--- config.mk ---
export PLATFORM = sky130hd
export DESIGN_NAME = irq_agg_csr
export DESIGN_NICKNAME = d
export VERILOG_FILES = /design/src/rtl/irq_agg_pkg.sv /design/src/rtl/gpin_qual.sv /design/src/rtl/ctl_regs.sv /design/src/rtl/sticky_flag.sv /design/src/rtl/edge_pulse.sv /design/src/rtl/irq_agg_csr.sv
export SDC_FILE = /design/constraint.sdc
export NUM_CORES = 1
export LEC_CHECK = 0
export CORE_MARGIN = 2
export CORE_UTILIZATION = 23
export DETAILED_ROUTE_END_ITERATION = 6
export PLACE_DENSITY = 0.8
export REMOVE_ABC_BUFFERS = 1
export SLEW_MARGIN = 10
export SYNTH_ARGS = -nofsm -noshare
export SYNTH_HDL_FRONTEND = slang
export SYNTH_SLANG_ARGS = --single-unit
export TNS_END_PERCENT = 100
--- constraint.sdc ---
create_clock -name clk_i -period 0.86 [get_ports clk_i]
set_input_delay 0.215 -clock clk_i [delete_from_list [all_inputs] [get_ports clk_i]]
set_output_delay 0.215 -clock clk_i [all_outputs]
set_load 0.02 [all_outputs]
--- src/rtl/irq_agg_pkg.sv ---
package irq_agg_pkg;
  localparam int unsigned REG_W       = 32;
  localparam int unsigned NUM_PINS    = 2;
  localparam int unsigned POL_W       = 2;
  localparam int unsigned ST_LSB      = 2;
  localparam int unsigned PIN_EN_LSB  = 18;
  localparam int unsigned PD_FLAG_BIT = 20;
  localparam int unsigned PD_EN_BIT   = 21;
  localparam int unsigned UIRQ_BIT    = 22;
  localparam int unsigned UIRQ_EN_BIT = 23;
  localparam int unsigned WAKE_EN_BIT = 24;
  localparam int unsigned PDF_EN_BIT  = 25;
  localparam logic [REG_W-1:0] RSVD_MASK = 32'hFC03_FFF3;

  typedef enum logic [POL_W-1:0] {
    POL_HIGH = 2'b00,
    POL_LOW  = 2'b01,
    POL_OFFA = 2'b10,
    POL_OFFB = 2'b11
  } pol_e;

  typedef struct packed {
    logic                pdf_en;
    logic                wake_en;
    logic                uirq_en;
    logic                pd_en;
    logic [NUM_PINS-1:0] pin_en;
  } ctl_t;
endpackage

--- src/rtl/gpin_qual.sv ---
module gpin_qual
  import irq_agg_pkg::*;
#(
  parameter int unsigned N = NUM_PINS
) (
  input  logic [N-1:0]       pin_i,
  input  logic [N-1:0]       inv_i,
  input  logic [N*POL_W-1:0] pol_i,
  input  logic [N-1:0]       en_i,
  output logic [N-1:0]       state_o,
  output logic               act_o
);
  logic [N-1:0] act;

  for (genvar g = 0; g < N; g++) begin : g_pin
    logic st;
    assign st         = pin_i[g] ^ inv_i[g];
    assign state_o[g] = st;
    always_comb begin
      unique case (pol_e'(pol_i[g*POL_W +: POL_W]))
        POL_HIGH: act[g] = en_i[g] & st;
        POL_LOW:  act[g] = en_i[g] & ~st;
        default:  act[g] = 1'b0;
      endcase
    end
  end

  assign act_o = |act;
endmodule

--- src/rtl/ctl_regs.sv ---
module ctl_regs
  import irq_agg_pkg::*;
(
  input  logic clk_i,
  input  logic rst_ni,
  input  logic wr_i,
  input  ctl_t wdata_i,
  output ctl_t ctl_o
);
  always_ff @(posedge clk_i or negedge rst_ni) begin
    if (!rst_ni)   ctl_o <= '0;
    else if (wr_i) ctl_o <= wdata_i;
  end
endmodule

--- src/rtl/sticky_flag.sv ---
module sticky_flag (
  input  logic clk_i,
  input  logic rst_ni,
  input  logic set_i,
  input  logic clr_i,
  output logic flag_o
);
  // set wins over clear so a request landing on the clearing read is kept
  always_ff @(posedge clk_i or negedge rst_ni) begin
    if (!rst_ni)     flag_o <= 1'b0;
    else if (set_i)  flag_o <= 1'b1;
    else if (clr_i)  flag_o <= 1'b0;
  end
endmodule

--- src/rtl/edge_pulse.sv ---
module edge_pulse (
  input  logic clk_i,
  input  logic rst_ni,
  input  logic in_i,
  output logic pulse_o
);
  logic in_q;

  always_ff @(posedge clk_i or negedge rst_ni) begin
    if (!rst_ni) begin
      in_q    <= 1'b0;
      pulse_o <= 1'b0;
    end else begin
      in_q    <= in_i;
      pulse_o <= in_i & ~in_q;
    end
  end
endmodule

--- src/rtl/irq_agg_csr.sv ---
module irq_agg_csr
  import irq_agg_pkg::*;
(
  input  logic                      clk_i,
  input  logic                      rst_ni,
  input  logic                      reg_sel_i,
  input  logic                      reg_wr_i,
  input  logic                      reg_rd_i,
  input  logic [REG_W-1:0]          reg_wdata_i,
  output logic [REG_W-1:0]          reg_rdata_o,
  input  logic [NUM_PINS-1:0]       gpin_i,
  input  logic [NUM_PINS-1:0]       gpin_inv_i,
  input  logic [NUM_PINS*POL_W-1:0] gpin_pol_i,
  input  logic                      uart_irq_i,
  input  logic                      uart_wake_i,
  input  logic                      pd_req_i,
  output logic                      irq_no,
  output logic                      wake_set_o,
  output logic                      pd_filt_en_o
);
  logic                wr_en, rd_en;
  ctl_t                ctl, ctl_wr;
  logic                pd_flag;
  logic [NUM_PINS-1:0] pin_state;
  logic                pin_act;
  logic                any_act;
  logic [REG_W-1:0]    word;
  logic                unused_wdata;

  assign wr_en = reg_sel_i & reg_wr_i;
  assign rd_en = reg_sel_i & reg_rd_i;

  assign ctl_wr.pin_en  = reg_wdata_i[PIN_EN_LSB +: NUM_PINS];
  assign ctl_wr.pd_en   = reg_wdata_i[PD_EN_BIT];
  assign ctl_wr.uirq_en = reg_wdata_i[UIRQ_EN_BIT];
  assign ctl_wr.wake_en = reg_wdata_i[WAKE_EN_BIT];
  assign ctl_wr.pdf_en  = reg_wdata_i[PDF_EN_BIT];
  assign unused_wdata   = ^reg_wdata_i;

  ctl_regs u_ctl (
    .clk_i  (clk_i),
    .rst_ni (rst_ni),
    .wr_i   (wr_en),
    .wdata_i(ctl_wr),
    .ctl_o  (ctl)
  );

  gpin_qual #(.N(NUM_PINS)) u_gpin (
    .pin_i  (gpin_i),
    .inv_i  (gpin_inv_i),
    .pol_i  (gpin_pol_i),
    .en_i   (ctl.pin_en),
    .state_o(pin_state),
    .act_o  (pin_act)
  );

  sticky_flag u_pd_flag (
    .clk_i (clk_i),
    .rst_ni(rst_ni),
    .set_i (pd_req_i),
    .clr_i (rd_en),
    .flag_o(pd_flag)
  );

  edge_pulse u_wake (
    .clk_i  (clk_i),
    .rst_ni (rst_ni),
    .in_i   (uart_wake_i & ctl.wake_en),
    .pulse_o(wake_set_o)
  );

  assign any_act = pin_act | (pd_flag & ctl.pd_en) | (uart_irq_i & ctl.uirq_en);

  always_ff @(posedge clk_i or negedge rst_ni) begin
    if (!rst_ni) irq_no <= 1'b1;
    else         irq_no <= ~any_act;
  end

  always_comb begin
    word                             = '0;
    word[ST_LSB +: NUM_PINS]         = pin_state;
    word[PIN_EN_LSB +: NUM_PINS]     = ctl.pin_en;
    word[PD_FLAG_BIT]                = pd_flag;
    word[PD_EN_BIT]                  = ctl.pd_en;
    word[UIRQ_BIT]                   = uart_irq_i;
    word[UIRQ_EN_BIT]                = ctl.uirq_en;
    word[WAKE_EN_BIT]                = ctl.wake_en;
    word[PDF_EN_BIT]                 = ctl.pdf_en;
  end

  assign reg_rdata_o  = rd_en ? word : '0;
  assign pd_filt_en_o = ctl.pdf_en;
endmodule

==> impl_metrics.ini <==
[status]
status = finished with violations
violations = setup timing

[routing]
wl_mm = 1.82
drc = 0
wire_per_inst_um = 12.4
via_per_inst = 4.01
ant_nets = 0
vias = 590
dr.pass1.iters = 4
drt-initial-drc-count = 6

[synthesis]
synth_seq_area_share = 0.382
synth.avg_cell_area_um2 = 10.6
synth_seq_cells = 10
syn_area_um2 = 658
netlist_instances = 62
yosysUniqueCellTypes = 18
synth_area_leaders = dfrtp_1, buf_4, mux2_2
synth_top_area_share = 0.342
yosysTopAreaCell = dfrtp_1
yosysWarnings = 0

[cts]
clock_sinks = 10
root_buffer = clkbuf_4
cts_buffers = 3
insertion_delay_ns = 0.26
cts_tree = done
hold_buffers = 0
cts_buffer_depth = 2
path_clk_slew_ns = 0.07
htreeDepth = 1

[grt]
grt_pass1_vias = 545
grt_max_degree = 11
grt_use_total = 0.0984
grt-ovfl-total = 0
antenna_found_initial = 0
grt_pass1_wl_mm = 2.48

[floorplan]
die_h_um = 57.5
core_um2 = 2730
io_pins = 83
die_w_um = 57.5
placementRows = 19
initial_core_util = 0.241
dieArea_um2 = 3310

[final_layout]
syn_to_final_growth_pct = 93.3
drive_above_1_share = 0.509
multi_input_area_um2 = 405
antenna_cells = 0
layout.cells.non_filler = 147
nFillCells = 240
seq_area_um2 = 251
nNetsFinal = 165

[setup_path]
worstReg2RegStart = u_ctl.ctl_o[2]
ff2ff_path_depth = 3
cp.arrival_ns = 0.98
path_cells = and3_4, buf_6
worstPathRequired_ns = 0.64
r2r_end = irq_no
cp_max_fo = 2
max_stage_delay_ns = 0.39
setup.reg_to_reg.worst_slack_ns = -0.22
crit_start = u_ctl.ctl_o[1]
cpMaxStageDelayCell = dfrtp_1
start_kind = flop
endpoint_kind = primary output
crit_type = reg -> out
endpoint = reg_rdata_o[19]

[power]
pwr_density_cell_nw_per_um2 = 1380
p_total_mw = 1.75
power.leakage_nw = 0.642
vdd.ir_drop.worst_mv = 0.935

[job]
maxCapViolations = 0

[sta]
finClkSkew_ns = 0.00362
fmax_mhz = 837
min_period_ns = 1.19
final_max_slew_viol_count = 0
setup_viol = 21
fin_ws_ns = -0.334
finalCritPeriodShare = 1.39
hold_viol_final = 0
rsz0062_at_grt = yes
setup-tns-final_ns = -3.22

[placement]
io_buffer_count = 34
place_congestion = 0.757
dp_hpwl_mm = 1.32
dp_cells = 140

[worst_hold_path]
min_path_type = in -> async
area by class of cell:
type / instances / area share
clock buffer: 4 / 0.0285
inverter: 1 / 0.00295
multi-input combinational: 50 / 0.319
sequential: 10 / 0.198
tap: 31 / 0.0305
timing repair buffer: 51 / 0.422
worst max-delay path: cells and delay by family (launching register included):
kind          cells  cell delay [ns]
buf+inv           1             0.12
flops             1             0.39
simple gates      1             0.21
repair_timing:
action,CTS,global route
gates resized for setup,121,19
endpoints found under the setup margin,21,21
buffers inserted,2,4
pin swaps,6,6
placed cells by master, fill, tap and decap left out, drive strengths merged:
cell,synthesis,layout
buf,22,36
conb,1,22
clkdlybuf4s50,0,13
dfrtp,9,9
and3,8,8
mux2,6,6
clkbuf,0,4
xnor2,3,3
nand2,2,2
nor2,2,2
and2,1,1
inv,1,1
xnor3,1,1
nor3b,1,1
a22o,1,1
a311oi,1,1
nor2b,1,1
a21o,1,1
dlygate4sd2,0,1
clkdlybuf4s15,0,1
dfstp,1,1
power by group:
| part | switching (mW) | internal, mW | total (mW) |
|---|---|---|---|
| clock network | 0.158 | 0.257 | 0.415 |
| registers | 0.0445 | 0.541 | 0.586 |
| logic | 0.312 | 0.440 | 0.752 |
| total | 0.515 | 1.24 | 1.75 |
per-layer routing:
layer | vias to the layer above | global-route usage | share of wire
li1 | 272 | - | -
met1 | 290 | 0.104 | 0.34
met2 | 26 | 0.180 | 0.57
met3 | 2 | 0.0363 | 0.081
met4 | 0 | 0.0299 | 0.0022
met5 | - | 0 | 0
cell families after synthesis:
kind of cell	count (synthesis)	synth area share
buf+inv	23	0.257
simple gates	15	0.129
xor+xnor	4	0.0856
mux	6	0.103
other cells	1	0.00570
compound gates	3	0.0380
flops	10	0.382
metrics by stage:
stage	instance area, µm²	setup slack, ns	utilization	hold slack (ns)
global route	1270	-0.357	0.465	0.278
global placement	1070	-0.999	0.391	0.387
floorplan	572	-0.0860	-	-0.0806
detailed placement	1070	-0.995	0.391	0.395
CTS	1180	-0.289	0.432	0.273
finish	1270	-0.334	0.465	0.272
registers in the layout (all words and copies together), names as in the netlist:
signal and flops:
u_wake.in_q 1, u_wake.pulse_o 1, u_pd_flag.flag_o 1, irq_no 1, u_ctl.ctl_o 6
cells in the mapped netlist:
cell,n
a311oi_1,1
xnor2_2,1
inv_1,1
a21o_1,1
a22o_1,1
nor2b_1,1
mux2_2,6
dfrtp_1,9
xnor2_1,2
nor3b_1,1
xnor3_1,1
and3_1,8
nand2_1,2
nor2_1,2
dfstp_2,1
and2_1,1
conb_1,1
buf_4,22
how the worst min path moves through the flow:
stage	endpoint	slack [ns]
finish	u_wake.pulse_o	0.27
floorplan	u_ctl.ctl_o[0]	-0.08
global placement	u_wake.pulse_o	0.39
detailed placement	u_wake.pulse_o	0.39
global route	u_wake.pulse_o	0.28
CTS	u_wake.pulse_o	0.27
(Power assumes the default switching activity.)
